## src/rtl/ftp_pkg.sv

```systemverilog
package ftp_pkg;

  typedef enum logic [2:0] {
    CODE_READY   = 3'd0,
    CODE_BUSY    = 3'd1,
    CODE_ESUSP   = 3'd2,
    CODE_TIMEOUT = 3'd3,
    CODE_ERROR   = 3'd4
  } poll_code_t;

  typedef enum logic [1:0] {
    SQ_IDLE,
    SQ_FIRST,
    SQ_SECOND,
    SQ_JUDGE
  } seq_state_t;

  // Extra polls allowed per request
  localparam int unsigned RETRY_MAX = 1;

  // Bit roles on the data bus; the classifier decodes these positions
  localparam int unsigned SUSP_BIT = 2;
  localparam int unsigned FAIL_BIT = 5;
  localparam int unsigned TOG_BIT  = 6;

endpackage

```

## src/rtl/ftp_bus_reader.sv

```systemverilog
module ftp_bus_reader #(
  parameter int unsigned DATA_W      = 8,
  parameter int unsigned WAIT_CYCLES = 2
) (
  input  logic              clk,
  input  logic              rst,
  input  logic              req_i,
  input  logic [DATA_W-1:0] rd_data_i,
  output logic              strobe_o,
  output logic [DATA_W-1:0] data_o,
  output logic              vld_o
);
  localparam int unsigned CNT_W = (WAIT_CYCLES < 1) ? 1 : $clog2(WAIT_CYCLES + 1);
  localparam logic [CNT_W-1:0] LAST = CNT_W'(WAIT_CYCLES);

  logic [CNT_W-1:0] cnt;

  always_ff @(posedge clk) begin
    if (rst) begin
      strobe_o <= 1'b0;
      cnt      <= '0;
      data_o   <= '0;
      vld_o    <= 1'b0;
    end else begin
      vld_o <= 1'b0;
      if (!strobe_o) begin
        if (req_i) begin
          strobe_o <= 1'b1;
          cnt      <= '0;
        end
      end else if (cnt == LAST) begin
        strobe_o <= 1'b0;
        data_o   <= rd_data_i;
        vld_o    <= 1'b1;
      end else begin
        cnt <= cnt + 1'b1;
      end
    end
  end

endmodule

```

## src/rtl/ftp_classifier.sv

```systemverilog
module ftp_classifier
  import ftp_pkg::*;
#(
  parameter int unsigned DATA_W = 8
) (
  input  logic [DATA_W-1:0] first_i,
  input  logic [DATA_W-1:0] second_i,
  input  logic              retry_avail_i,
  output poll_code_t        code_o,
  output logic              retry_o
);
  localparam logic [DATA_W-1:0] SUSP_MASK = DATA_W'(1) << SUSP_BIT;

  logic [DATA_W-1:0] tmask;

  always_comb begin
    tmask   = first_i ^ second_i;
    retry_o = 1'b0;
    code_o  = CODE_READY;
    if (tmask == '0) begin
      code_o = CODE_READY;
    end else if (tmask == SUSP_MASK) begin
      code_o  = CODE_ESUSP;
      retry_o = retry_avail_i;
    end else if (tmask[TOG_BIT]) begin
      code_o = first_i[FAIL_BIT] ? CODE_TIMEOUT : CODE_BUSY;
    end else begin
      code_o  = CODE_ERROR;
      retry_o = retry_avail_i;
    end
  end

endmodule

```

## src/rtl/ftp_sequencer.sv

```systemverilog
module ftp_sequencer
  import ftp_pkg::*;
#(
  parameter int unsigned DATA_W = 8
) (
  input  logic              clk,
  input  logic              rst,
  input  logic              start_i,
  input  logic              vld_i,
  input  logic [DATA_W-1:0] data_i,
  input  poll_code_t        code_i,
  input  logic              retry_i,
  output logic              req_o,
  output logic [DATA_W-1:0] first_o,
  output logic [DATA_W-1:0] second_o,
  output logic              retry_avail_o,
  output logic              done_o,
  output logic [2:0]        status_o
);
  localparam int unsigned BUD_W = $clog2(RETRY_MAX + 1);

  seq_state_t       state;
  logic [BUD_W-1:0] budget;

  assign retry_avail_o = (budget != '0);

  always_comb begin
    unique case (state)
      SQ_IDLE:  req_o = start_i;
      SQ_FIRST: req_o = vld_i;
      SQ_JUDGE: req_o = retry_i;
      default:  req_o = 1'b0;
    endcase
  end

  always_ff @(posedge clk) begin
    if (rst) begin
      state    <= SQ_IDLE;
      budget   <= '0;
      first_o  <= '0;
      second_o <= '0;
      done_o   <= 1'b0;
      status_o <= CODE_READY;
    end else begin
      done_o <= 1'b0;
      unique case (state)
        SQ_IDLE: begin
          if (start_i) begin
            budget <= BUD_W'(RETRY_MAX);
            state  <= SQ_FIRST;
          end
        end
        SQ_FIRST: begin
          if (vld_i) begin
            first_o <= data_i;
            state   <= SQ_SECOND;
          end
        end
        SQ_SECOND: begin
          if (vld_i) begin
            second_o <= data_i;
            state    <= SQ_JUDGE;
          end
        end
        SQ_JUDGE: begin
          if (retry_i) begin
            budget <= budget - 1'b1;
            state  <= SQ_FIRST;
          end else begin
            status_o <= code_i;
            done_o   <= 1'b1;
            state    <= SQ_IDLE;
          end
        end
        default: state <= SQ_IDLE;
      endcase
    end
  end

endmodule

```

## src/rtl/flash_toggle_poller.sv

```systemverilog
module flash_toggle_poller
  import ftp_pkg::*;
#(
  parameter int unsigned DATA_W      = 8,
  parameter int unsigned WAIT_CYCLES = 2
) (
  input  logic              clk,
  input  logic              rst,
  input  logic              start_i,
  output logic              rd_strobe_o,
  input  logic [DATA_W-1:0] rd_data_i,
  output logic              done_o,
  output logic [2:0]        status_o
);
  logic              req;
  logic              vld;
  logic [DATA_W-1:0] sample;
  logic [DATA_W-1:0] first_s;
  logic [DATA_W-1:0] second_s;
  logic              retry_avail;
  logic              retry;
  poll_code_t        code;

  ftp_bus_reader #(.DATA_W(DATA_W), .WAIT_CYCLES(WAIT_CYCLES)) u_reader (
    .clk       (clk),
    .rst       (rst),
    .req_i     (req),
    .rd_data_i (rd_data_i),
    .strobe_o  (rd_strobe_o),
    .data_o    (sample),
    .vld_o     (vld)
  );

  ftp_classifier #(.DATA_W(DATA_W)) u_class (
    .first_i       (first_s),
    .second_i      (second_s),
    .retry_avail_i (retry_avail),
    .code_o        (code),
    .retry_o       (retry)
  );

  ftp_sequencer #(.DATA_W(DATA_W)) u_seq (
    .clk           (clk),
    .rst           (rst),
    .start_i       (start_i),
    .vld_i         (vld),
    .data_i        (sample),
    .code_i        (code),
    .retry_i       (retry),
    .req_o         (req),
    .first_o       (first_s),
    .second_o      (second_s),
    .retry_avail_o (retry_avail),
    .done_o        (done_o),
    .status_o      (status_o)
  );

endmodule

```

## config.mk

```make
export PLATFORM = sky130hd
export DESIGN_NAME = flash_toggle_poller
export DESIGN_NICKNAME = d
export VERILOG_FILES = /design/src/rtl/ftp_pkg.sv /design/src/rtl/ftp_bus_reader.sv /design/src/rtl/ftp_classifier.sv /design/src/rtl/ftp_sequencer.sv /design/src/rtl/flash_toggle_poller.sv
export SDC_FILE = /design/constraint.sdc
export NUM_CORES = 1
export LEC_CHECK = 0
export ABC_CLOCK_PERIOD_IN_PS = 1800
export BUFFER_PORTS_ARGS = -buffer_cell sky130_fd_sc_hd__buf_2
export CORE_AREA = 2 2 61 69
export CTS_CLUSTER_DIAMETER = 150
export DETAILED_ROUTE_END_ITERATION = 8
export DIE_AREA = 0 0 63 71
export PLACE_DENSITY = 0.66
export REMOVE_ABC_BUFFERS = 1
export SLEW_MARGIN = 20
export SYNTH_ARGS = -nofsm -noshare
export SYNTH_HDL_FRONTEND = slang
export SYNTH_HIERARCHICAL = 1
export SYNTH_SLANG_ARGS = --single-unit
```

## constraint.sdc

```tcl
create_clock -name clk -period 1.8 [get_ports clk]
set_input_delay 0.36 -clock clk [delete_from_list [all_inputs] [get_ports clk]]
set_output_delay 0.36 -clock clk [all_outputs]
set_load 0.02 [all_outputs]
```

# Yosys cells after proc, flatten, opt, wreduce, memory -nomap -nowiden
# Index checks and enable logic that the tools add are counted.
# Widths: inputs -> output; s select.
word_totals:
  output_inout_bits: 5
  in_bits: 11
  register_bits: 35
  wordCells: 63
op_classes:
  n_reduce_logical: 13
  eq_ne: 10
  mux: 24
  n_addsub: 2
  n_bitwise: 4
ops:
  columns: ["cell", "n"]
  rows:
  - ["$mux 2", 7]
  - ["$mux 1", 11]
  - ["$reduce_and 2->1", 5]
  - ["$mux 3", 3]
  - ["$eq 8x3->1 const B", 1]
  - ["$logic_not 8->1", 1]
  - ["$ne 2x2->1 const B", 4]
  - ["$pmux 2 s4", 1]
  - ["$xor 8x8->8", 1]
  - ["$eq 2x2->1 const B", 3]
  - ["$reduce_and 3->1", 2]
  - ["$reduce_bool 2->1", 2]
  - ["$reduce_or 2->1", 2]
  - ["$not 1->1", 3]
  - ["$pmux 1 s3", 1]
  - ["$add 2x1->2 const B", 1]
  - ["$eq 2x1->1 const B", 1]
  - ["$logic_not 2->1", 1]
  - ["$ne 2x1->1 const B", 1]
  - ["$pmux 1 s2", 1]
  - ["$sub 1x1->1 const B", 1]

# Longest topological paths before layout
depth:
  word_depth: 7
  depth_mapped: 7
  depth_no_buf: 7

# Hierarchy
# Netlist, hierarchy kept.
modules_own_cells:
  columns: ["module", "cells_per_inst", "n_inst", "area_per_inst_um2", "seq_area_each_um2"]
  rows:
  - ["ftp_sequencer", 112, 1, 980.9, 460.4]
  - ["ftp_bus_reader", 54, 1, 536.8, 240.2]
  - ["ftp_classifier", 15, 1, 126.4, 0.0]

# Least setup slack after synthesis
# Ideal clock, no wire load.
synth_timing:
  kind: "register -> register"
  from: "reg u_seq.first_o[5]"
  to: "reg u_reader.cnt[0]"
  slack_ps: 25
  setup_time_ps: 124
  required_ps: 1676
  period_less_slack_ps: 1775
  path_stages_with_launch: 8
  n_path_buf: 0
  arrival_time_ps: 1651
  cell_sequence: "dfxtp_1 -> xor2_1 -> nor4_4 -> a311oi_1 -> a22oi_1 -> a21oi_1 -> nor2b_1 -> o31ai_1"
synth_via:
  elab_chain_len: 7
  elab_cells_between_ends: 8
  cone_classes: "1 x eq/ne; 3 x mux; 1 x bitwise; 3 x reduce/logical"
synth_rtl:
  columns: ["item", "line_no", "text"]
  rows:
  - ["from (decl)", "ftp_sequencer.sv:14", "output logic [DATA_W-1:0] first_o,"]
  - ["from (signal assigned)", "ftp_sequencer.sv:55", "first_o <= data_i;"]
  - ["$xor 8x8->8 *", "ftp_classifier.sv:17", "tmask = first_i ^ second_i;"]
  - ["$eq 8x3->1", "ftp_classifier.sv:22", "end else if (tmask == SUSP_MASK) begin"]
  - ["$mux 1", "ftp_classifier.sv:22", null]
  - ["$mux 1 *", "ftp_classifier.sv:20", "if (tmask == '0) begin"]
  - ["net retry", "flash_toggle_poller.sv:21", "logic retry;"]
  - ["$pmux 1 s3 *", "ftp_sequencer.sv:28", "unique case (state)"]
  - ["net req", "flash_toggle_poller.sv:15", "logic req;"]
  - ["$reduce_bool 2->1 (no line) *", null, null]
  - ["$reduce_and 2->1 (no line) *", null, null]
  - ["to (signal assigned)", "ftp_bus_reader.sv:36", "cnt <= cnt + 1'b1;"]
  - ["to (decl)", "ftp_bus_reader.sv:16", "logic [CNT_W-1:0] cnt;"]
# The timed path passes the listed nets; every way through them passes the cells marked *.
# A chain may end at the register's enable or synchronous reset.

# Worst setup path in the final report
layout_timing:
  from: "reg u_seq.second_o[4]"
  to: "reg u_seq.status_o[1]"
layout_via:
  elab_chain_len: 6
  elab_cells_between_ends: 9
  cone_classes: "1 x eq/ne; 4 x mux; 2 x bitwise; 2 x reduce/logical"
layout_rtl:
  columns: ["item", "line_no", "text"]
  rows:
  - ["from (decl)", "ftp_sequencer.sv:15", "output logic [DATA_W-1:0] second_o,"]
  - ["from (signal assigned)", "ftp_sequencer.sv:61", "second_o <= data_i;"]
  - ["$xor 8x8->8 *", "ftp_classifier.sv:17", null]
  - ["$eq 8x3->1", "ftp_classifier.sv:22", null]
  - ["$mux 1", "ftp_classifier.sv:22", null]
  - ["$mux 1 *", "ftp_classifier.sv:20", null]
  - ["net retry", "flash_toggle_poller.sv:21", null]
  - ["$not 1->1 (no line) *", null, null]
  - ["$reduce_and 2->1 (no line) *", null, null]
  - ["to (signal assigned)", "ftp_sequencer.sv:70", "status_o <= code_i;"]
  - ["to (decl)", "ftp_sequencer.sv:18", "output logic [2:0] status_o"]
# Marks and branches as above.

==> metrics <==
vias in the first global route=1,158; fin util=50.6%; Layout Cells excl Fill=258; placed cells=248; sequential area share after synthesis=42.6%; RSZ-0062 raised after global routing=true; Pwr Density=1020 nW/um2; YS warnings=6; Area contributors post-synth=dfxtp_1, a21oi_1, ha_1; antenna violations before repair=0; initial DRC count=22; Sw Ratio=32.3%; most common cell in the netlist=dfxtp_1; Arrival @ worst endpoint=1940 ps; Yosys top cell by area=dfxtp_1; Highest Clock Rate=567 MHz; final worst setup slack=37.0 ps; Leakage=0.771 nW; largest driver fanout on the critical path=4; design area=1930 um2; Slew Viols, Final=0; clock sinks=35; Combinational Power Share=26.3%; Starting Density=43.1%; # hold bufs at CTS=0; Synth Instances=181; CTS HTree Levels=2; Worst slew margin=72.2%; Pre-Repair DR Iteration Count=4; Place WS=-54.6 ps; Tmin final=1760 ps; Pwr Total=1.96 mW; clk root buf=clkbuf_8; Syn Std Cell Area=1640 um2; part of the power in registers=45.8%; CTS tree=done; routed vias=1,284; pin count of the biggest net entering global routing=23; layout cell share with drive strength beyond 1=26.7%; EDFF count, synth=0; Internal Power=1.33 mW; first-pass GRT wire length=5260 um; Clock Skew=6.96 ps; n_diodes=0; # nets final=224; I/O Buffers=15; Detail Route Antenna Nets=0; final setup vio count=0; Die Height=71 um; Worst VDD drop=0.706 mV; CTS Buf Count=5; Die X-Extent=63 um; status=complete, no violations; Setup CP Type=reg -> reg; clk_lat worst skew=290 ps; Area growth syn-to-layout=17.3%; GR Overflow Total=0; Slew @ Worst Pin=416 ps; drc violations=0; DP Area=1800 um2; clock-pin slew on the worst setup and hold paths=70 ps; hold slack=322 ps; wire per inst=11.8 um; synthesized flop and latch total=35; Total Routing Usage GR=15.1%; Max-cap violations=0; die area=4470 um2; Core Region=3810 um2; FP Rows=24; Worst Hold Class=in -> reg; required time of the critical path=1980 ps; # IOs=16; setup TNS=0 ps; Synth cell types=37; Hold Vio Cnt, Final=0; final WL=3060 um; dpl hpwl=2130 um; power share of the clock group=27.9%; CP Launch Type=flip-flop; Setup crit end kind=flip-flop; syn_area_per_cell=9.08 um2; CTS max path bufs=2; final period utilization=97.9%; sw power=0.635 mW; ys async rst share=0%; Post-synth top cells=dfxtp_1, a21oi_1, nand2_1; DR vias/cell=4.98; top_reg_cell synth=dfxtp_1; routability cong.=0.739; share of the synthesized area in the top cell type=42.6%
## cells by family after synthesis
logic type                 Yosys count  share of synthesized area (%)
buffers and inverters               15                           4.87
adders and majority gates            8                           6.09
DFF                                 35                           42.6
AOI/OAI and AO/OA                   47                           19.9
xor gates and xnor gates             8                           4.26
muxes                                4                           2.44
and+or+nand+nor                     64                           19.9
## area by class of cell
| class | count | area (um2) |
|---|---|---|
| fillers | 384 | 1890 |
| clock buffers | 7 | 76.3 |
| multi-input cells | 131 | 893 |
| well taps | 52 | 65.1 |
| repair buffers | 27 | 165 |
| clock inverters | 1 | 5.00 |
| flip-flops and latches | 35 | 704 |
| inverters | 5 | 18.8 |
## worst paths after layout
check	startpoint	to	slack, ps	cells past startpoint
min reg2reg	u_reader/data_o[0]	u_seq/first_o[0]	460	2
min	rd_data_i[5]	u_reader/data_o[5]	320	3
max	u_seq/second_o[4]	u_seq/status_o[1]	40	7
max reg2reg	u_seq/second_o[4]	u_seq/status_o[1]	40	7
## state kept, by name, summed over array words and instances (netlist names)
| register | cells |
|---|---|
| u_seq/state | 2 |
| u_seq/first_o | 8 |
| u_reader/data_o | 8 |
| u_seq/retry_avail_o | 1 |
| u_reader/strobe_o | 1 |
| u_reader/vld_o | 1 |
| u_reader/cnt | 2 |
| u_seq/status_o | 3 |
| u_seq/second_o | 8 |
| u_seq/done_o | 1 |
## power by group through the flow
stage	clock network (mW)	registers (mW)	logic, mW
after detailed placement	0	0.914	0.501
final	0.549	0.899	0.516
after global placement	0	0.915	0.496
after CTS	0.568	0.898	0.505
after floorplan	0	0.925	0.340
after global routing	0.608	0.909	0.573
## metal layers
metal  global-route usage [%]  vias up  wire length [um]
met2                     23.6       20              1450
met4                     7.41        0                35
met1                     18.9      590              1450
li1                         -      670                 -
met5                        0        -                 0
met3                     4.77        4               120
## cells in the final DEF (no fill, tap or decap), types with 2 or more instances in the layout
cell / n
nor2b_1: 2
clkbuf_1: 2
buf_4: 12
nand2_1: 26
ha_1: 8
inv_1: 5
clkbuf_8: 5
nor2_1: 6
a21bo_2: 8
mux2i_1: 4
dfxtp_1: 32
or4b_1: 2
a21oi_1: 27
dfxtp_2: 3
xor2_1: 5
buf_2: 15
xor2_2: 2
nand2b_1: 4
nand3_1: 16
## worst max-delay path, cell delays in order (launching register included)
cell	delay, ps
dfxtp_2	320
xor2_1	180
nor4_4	330
a311oi_2	160
buf_4	170
and2b_2	250
mux2i_1	180
nor2_1	60
## timing repair
action,CTS,global route
pin swaps,0,7
setup endpoints to repair,6,9
setup buffers,0,2
cloned,0,0
gates resized for setup,3,6
(Power assumes the default switching activity.)
